===== src/rtl/sat_lane_adder_pkg.sv =====
package sat_lane_adder_pkg;
  typedef enum logic {
    LANE_8  = 1'b0,
    LANE_16 = 1'b1
  } lane_size_e;

  localparam int unsigned MinLaneW = 8;
endpackage


===== src/rtl/lane_add.sv =====
module lane_add #(
  parameter int unsigned W = 8
) (
  input  logic [W-1:0] a_i,
  input  logic [W-1:0] b_i,
  input  logic         signed_i,
  input  logic         sat_i,
  output logic [W-1:0] res_o,
  output logic         ovf_o
);
  logic [W:0]   sum_ext;
  logic [W-1:0] wrap;
  logic         ovf_u, ovf_s;
  logic [W-1:0] clamp;

  assign sum_ext = {1'b0, a_i} + {1'b0, b_i};
  assign wrap    = sum_ext[W-1:0];
  assign ovf_u   = sum_ext[W];
  assign ovf_s   = (a_i[W-1] == b_i[W-1]) && (wrap[W-1] != a_i[W-1]);

  always_comb begin
    if (!signed_i)      clamp = '1;
    else if (a_i[W-1])  clamp = {1'b1, {(W-1){1'b0}}};
    else                clamp = {1'b0, {(W-1){1'b1}}};
  end

  assign ovf_o = signed_i ? ovf_s : ovf_u;
  assign res_o = (sat_i && ovf_o) ? clamp : wrap;
endmodule


===== src/rtl/lane_array.sv =====
module lane_array #(
  parameter int unsigned DATA_W = 128,
  parameter int unsigned LANE_W = 8,
  parameter int unsigned FLAG_W = DATA_W / 8
) (
  input  logic [DATA_W-1:0] a_i,
  input  logic [DATA_W-1:0] b_i,
  input  logic              signed_i,
  input  logic              sat_i,
  output logic [DATA_W-1:0] res_o,
  output logic [FLAG_W-1:0] ovf_o
);
  localparam int unsigned NumLanes = DATA_W / LANE_W;

  logic [NumLanes-1:0] lane_ovf;

  for (genvar l = 0; l < NumLanes; l++) begin : g_lane
    lane_add #(.W(LANE_W)) u_lane (
      .a_i     (a_i[l*LANE_W +: LANE_W]),
      .b_i     (b_i[l*LANE_W +: LANE_W]),
      .signed_i(signed_i),
      .sat_i   (sat_i),
      .res_o   (res_o[l*LANE_W +: LANE_W]),
      .ovf_o   (lane_ovf[l])
    );
  end

  if (NumLanes < FLAG_W) begin : g_pad
    assign ovf_o = {{(FLAG_W-NumLanes){1'b0}}, lane_ovf};
  end else begin : g_full
    assign ovf_o = lane_ovf;
  end
endmodule


===== src/rtl/sat_lane_adder.sv =====
module sat_lane_adder
  import sat_lane_adder_pkg::*;
#(
  parameter int unsigned DATA_W = 128
) (
  input  logic                         clk_i,
  input  logic                         rst_ni,
  input  logic                         in_valid_i,
  input  logic                         lane_sel_i,
  input  logic                         signed_i,
  input  logic                         sat_i,
  input  logic [DATA_W-1:0]            a_i,
  input  logic [DATA_W-1:0]            b_i,
  output logic                         out_valid_o,
  output logic [DATA_W-1:0]            result_o,
  output logic [DATA_W/MinLaneW-1:0]   ovf_o
);
  localparam int unsigned FlagW = DATA_W / MinLaneW;

  lane_size_e        lane_size;
  logic [DATA_W-1:0] res8, res16, res_d;
  logic [FlagW-1:0]  ovf8, ovf16, ovf_d;

  assign lane_size = lane_size_e'(lane_sel_i);

  lane_array #(.DATA_W(DATA_W), .LANE_W(MinLaneW), .FLAG_W(FlagW)) u_byte (
    .a_i(a_i), .b_i(b_i), .signed_i(signed_i), .sat_i(sat_i),
    .res_o(res8), .ovf_o(ovf8)
  );

  lane_array #(.DATA_W(DATA_W), .LANE_W(2*MinLaneW), .FLAG_W(FlagW)) u_half (
    .a_i(a_i), .b_i(b_i), .signed_i(signed_i), .sat_i(sat_i),
    .res_o(res16), .ovf_o(ovf16)
  );

  assign res_d = (lane_size == LANE_16) ? res16 : res8;
  assign ovf_d = (lane_size == LANE_16) ? ovf16 : ovf8;

  always_ff @(posedge clk_i or negedge rst_ni) begin
    if (!rst_ni) begin
      out_valid_o <= 1'b0;
      result_o    <= '0;
      ovf_o       <= '0;
    end else begin
      out_valid_o <= in_valid_i;
      if (in_valid_i) begin
        result_o <= res_d;
        ovf_o    <= ovf_d;
      end
    end
  end
endmodule


===== config.mk =====
export PLATFORM = sky130hd
export DESIGN_NAME = sat_lane_adder
export DESIGN_NICKNAME = d
export VERILOG_FILES = /design/src/rtl/sat_lane_adder_pkg.sv /design/src/rtl/lane_add.sv /design/src/rtl/lane_array.sv /design/src/rtl/sat_lane_adder.sv
export SDC_FILE = /design/constraint.sdc
export NUM_CORES = 1
export LEC_CHECK = 0
export BUFFER_PORTS_ARGS = -buffer_cell sky130_fd_sc_hd__buf_4
export CAP_MARGIN = 10
export CORE_MARGIN = 4
export CORE_UTILIZATION = 45
export DETAILED_ROUTE_END_ITERATION = 12
export PLACE_DENSITY = 0.7
export SLEW_MARGIN = 20
export SYNTH_ARGS = -nofsm -noshare
export SYNTH_HDL_FRONTEND = slang
export SYNTH_SLANG_ARGS = --single-unit
export TNS_END_PERCENT = 10

===== constraint.sdc =====
create_clock -name clk_i -period 1.2 [get_ports clk_i]
set_input_delay 0.06 -clock clk_i [delete_from_list [all_inputs] [get_ports clk_i]]
set_output_delay 0.06 -clock clk_i [all_outputs]
set_load 0.05 [all_outputs]

==> reports/results.txt <==
Global-route wire length before repair = 109000 um
Fin crit share = 1.69
Detailed Route WL = 70900 um
Setup_tns = -97.84 ns
GR Overflow Total = 0
Met2 Wirelength = 34900 um
Placed Cells = 3388
Die area = 38100 um2
Commonest non-fill, non-tap cells in the layout = buf_4, nor2_1, nand2_1
Combinational share of power = 0.597
All-Layer GR Usage = 0.349
Unrepaired setup endpoints after global routing = yes
Slowest Stage Delay on Critical Path = 0.36 ns
Vias = 20.5k
Slowest library cell on the worst path = or3_1
Design internal power = 16.8 mW
Clock share of power = 0.185
Std cell rows = 68
FMAX = 492 MHz
Worst vdd ir = 1.04 mV
Share of power burned in registers = 0.219
Utilization after layout = 0.778
Startpoint types = input pin
Hold Fails Final Rpt = 0
Top cell type by total area after synthesis = dfrtp_1
CTS H-tree lvls = 4
Ys flop type = dfrtp_1
Reg area = 3630 um2
Vias in the first global route = 20.8k
P_leak = 12.5 nW
Core Area = 34500 um2
R2R setup slack = 0.16 ns
Commonest non-fill, non-tap cell in the layout = buf_4
Root Driver = clkbuf_16
Sequential-to-total area share from yosys stat = 0.230
Initial antenna violation count = 5
Fraction of registers with async set or reset after synthesis = 1.00
Routed Antenna Nets = 0
I/O pin cnt = 407
Yosys Warn Count = 0
Syn Nets = 2407
Clk_lat worst skew = 0.45 ns
M1 WL = 27200 um
Max Slew Vio Count = 0
Worst endpoint data arrival time = 2.34 ns
Reg clk slew, reported paths = 0.07 ns
Status = finished with violations
Synth area leaders = dfrtp_1, ha_1, a21oi_1
Crit path buffers/inverters = 3
Met3 wire length = 5720 um
First drt pass iteration count = 6
Iter 0 DRT Violations = 1517
Worst path cell trace = buf_6, ha_4, inv_2, fa_2, nor2b_2, o31a_1, o31ai_2, buf_4, a211oi_2, o31a_1, or3_1, a31oi_1, a311oi_1
Yosys cell types = 95
Max_slew headroom = 0.604
Placer Congestion = 0.981
Syn-to-layout area delta = 70.4%
Hold WC Path Type = in -> reg
DRC Markers = 0
Final nets = 3414
Top Family by Delay on Critical Path = compound AO/OA/AOI/OAI gates
Power Total = 30.4 mW
Largest net degree at the start of global routing = 42
Cells after synthesis = 2001
Required @ worst endpoint = 1.51 ns
CTS buffer count = 17
Worst setup margin = -0.832 ns
Clock tree buffer depth = 2
Switching Power = 13.5 mW
Clock Skew = 0 ns
Setup violations, final = 145
Least-Margin Pin Slew = 0.591 ns
Top routing layer used = met5
Final Non-Filler Cells = 3477
Yosys reg bits = 145
Maximum Capacitance Violations = 0
Worst-path fanout max = 5
Initial Utilization = 0.456
Share of layout cells above drive strength 1 = 0.488
Post-synth EDFFs = 0
Syn Area/Cell = 7.88 um2
Die X = 195 um
CTS tree = built
Dpl hpwl = 54200 um
PD cells = 1130 nW/um2
TritonCTS sink count = 145
WL/cell = 20.4 um
Routed vias/inst = 5.91
# port buffers = 406
Failing checks = setup timing
Die Y = 195 um
Switching share of power = 0.446
CP Class = in -> reg
Multi-input logic area = 13300 um2
Critical Path Sink Type = register
CP most frequent cell = o31a_1
Yosys top cell area share = 0.230
Synth Cell Area = 15800 um2
# fillers = 2477
Tmin final = 2.03 ns
## stage by stage
stage	hold slack [ns]	worst slack, ns	cell area (um2)
6_report	0.0141	-0.832	26900
2_1_floorplan	-0.236	-1.21	16000
5_1_grt	0.0129	-0.939	26900
3_5_place_dp	-0.0446	-1.57	24000
3_3_place_gp	-0.0455	-1.43	24000
4_1_cts	0.00252	-0.843	26000
## cells in the mapped netlist, types with 10 or more instances
cell type  count
nor3b_1       12
nand3_1       52
a21oi_1      180
o221ai_1      10
ha_1         128
a221oi_1      41
nand2_1      174
o21bai_1      27
buf_2         29
a311oi_1      14
nor2_1       213
o21ai_0      124
fa_1          16
mux2i_1       11
nor3_1        45
o22ai_1       16
inv_1         75
xnor2_1       97
and3_1        20
nor2b_1       12
a21o_1        57
xor2_1        45
o21ai_1       10
o31ai_1       17
clkbuf_1      67
dfrtp_1      145
a31oi_1       24
nand4_1       14
o31a_1        18
o211ai_1      22
o21a_1        26
nand2b_1      21
a211oi_1      47
## worst paths after layout
path	startpoint	end	cells after the start
hold / removal	a_i[32]	result_o[32]	4
max in group asynchronous	rst_ni	result_o[86]	3
hold reg to reg	ovf_o[3]	ovf_o[3]	1
min in group asynchronous	rst_ni	result_o[108]	2
setup / recovery	a_i[64]	result_o[78]	13
setup reg to reg	result_o[48]	result_o[48]	4
## worst reg2reg max path: stages, from the launching register on
cell	delay (ns)
dfrtp_1	0.38
nand2_1	0.08
nor3b_1	0.19
nor2_1	0.07
o211a_1	0.20
## metal layers
| layer | vias to the layer above | global-route usage |
|---|---|---|
| met2 | 939 | 0.609 |
| met5 | - | 0 |
| li1 | 9499 | - |
| met1 | 9921 | 0.422 |
| met3 | 181 | 0.0702 |
| met4 | 4 | 0.143 |
## registers in the layout, indices dropped and copies added (netlist names)
name / cells
result_o: 128
ovf_o: 16
out_valid_o: 1
## what timing repair did
| item | 4_1_cts | 5_1_grt |
|---|---|---|
| gates resized for setup | 228 | 152 |
| setup endpoints to repair | 144 | 145 |
| buffers inserted | 33 | 19 |
| hold endpoints to repair | 146 | 0 |
| cloned | 5 | 0 |
| pin swaps | 115 | 71 |
| hold buffers | 2 | 0 |
## area by class of cell
type | instances | area share
antenna | 3 | 0.000279
clock buffer | 21 | 0.0179
clock inverter | 9 | 0.00401
inverter | 77 | 0.0108
multi-input combinational | 1678 | 0.494
sequential | 145 | 0.135
tap | 455 | 0.0212
timing repair buffer | 1089 | 0.317
## power by group through the flow
| stage | clock (mW) | sequential [mW] | combinational, mW |
|---|---|---|---|
| floorplan | 0 | 9.84 | 6.07 |
| global placement | 0 | 6.66 | 16.1 |
| detailed placement | 0 | 6.64 | 16.3 |
| CTS | 5.62 | 6.60 | 17.3 |
| global route | 5.80 | 6.71 | 19.2 |
| finish | 5.61 | 6.65 | 18.1 |
## cells by family (layout without fill, tap and decap cells)
group | count (synthesis) | in the layout | synth area share
other cells | 0 | 3 | 0
xor+xnor | 142 | 142 | 0.0789
mux | 15 | 15 | 0.00984
fa+ha+maj | 144 | 144 | 0.122
buf+inv | 181 | 1196 | 0.0469
compound gates | 755 | 757 | 0.332
flops | 145 | 145 | 0.230
simple gates | 619 | 620 | 0.180
No activity file was read; power rests on OpenSTA's default activity.
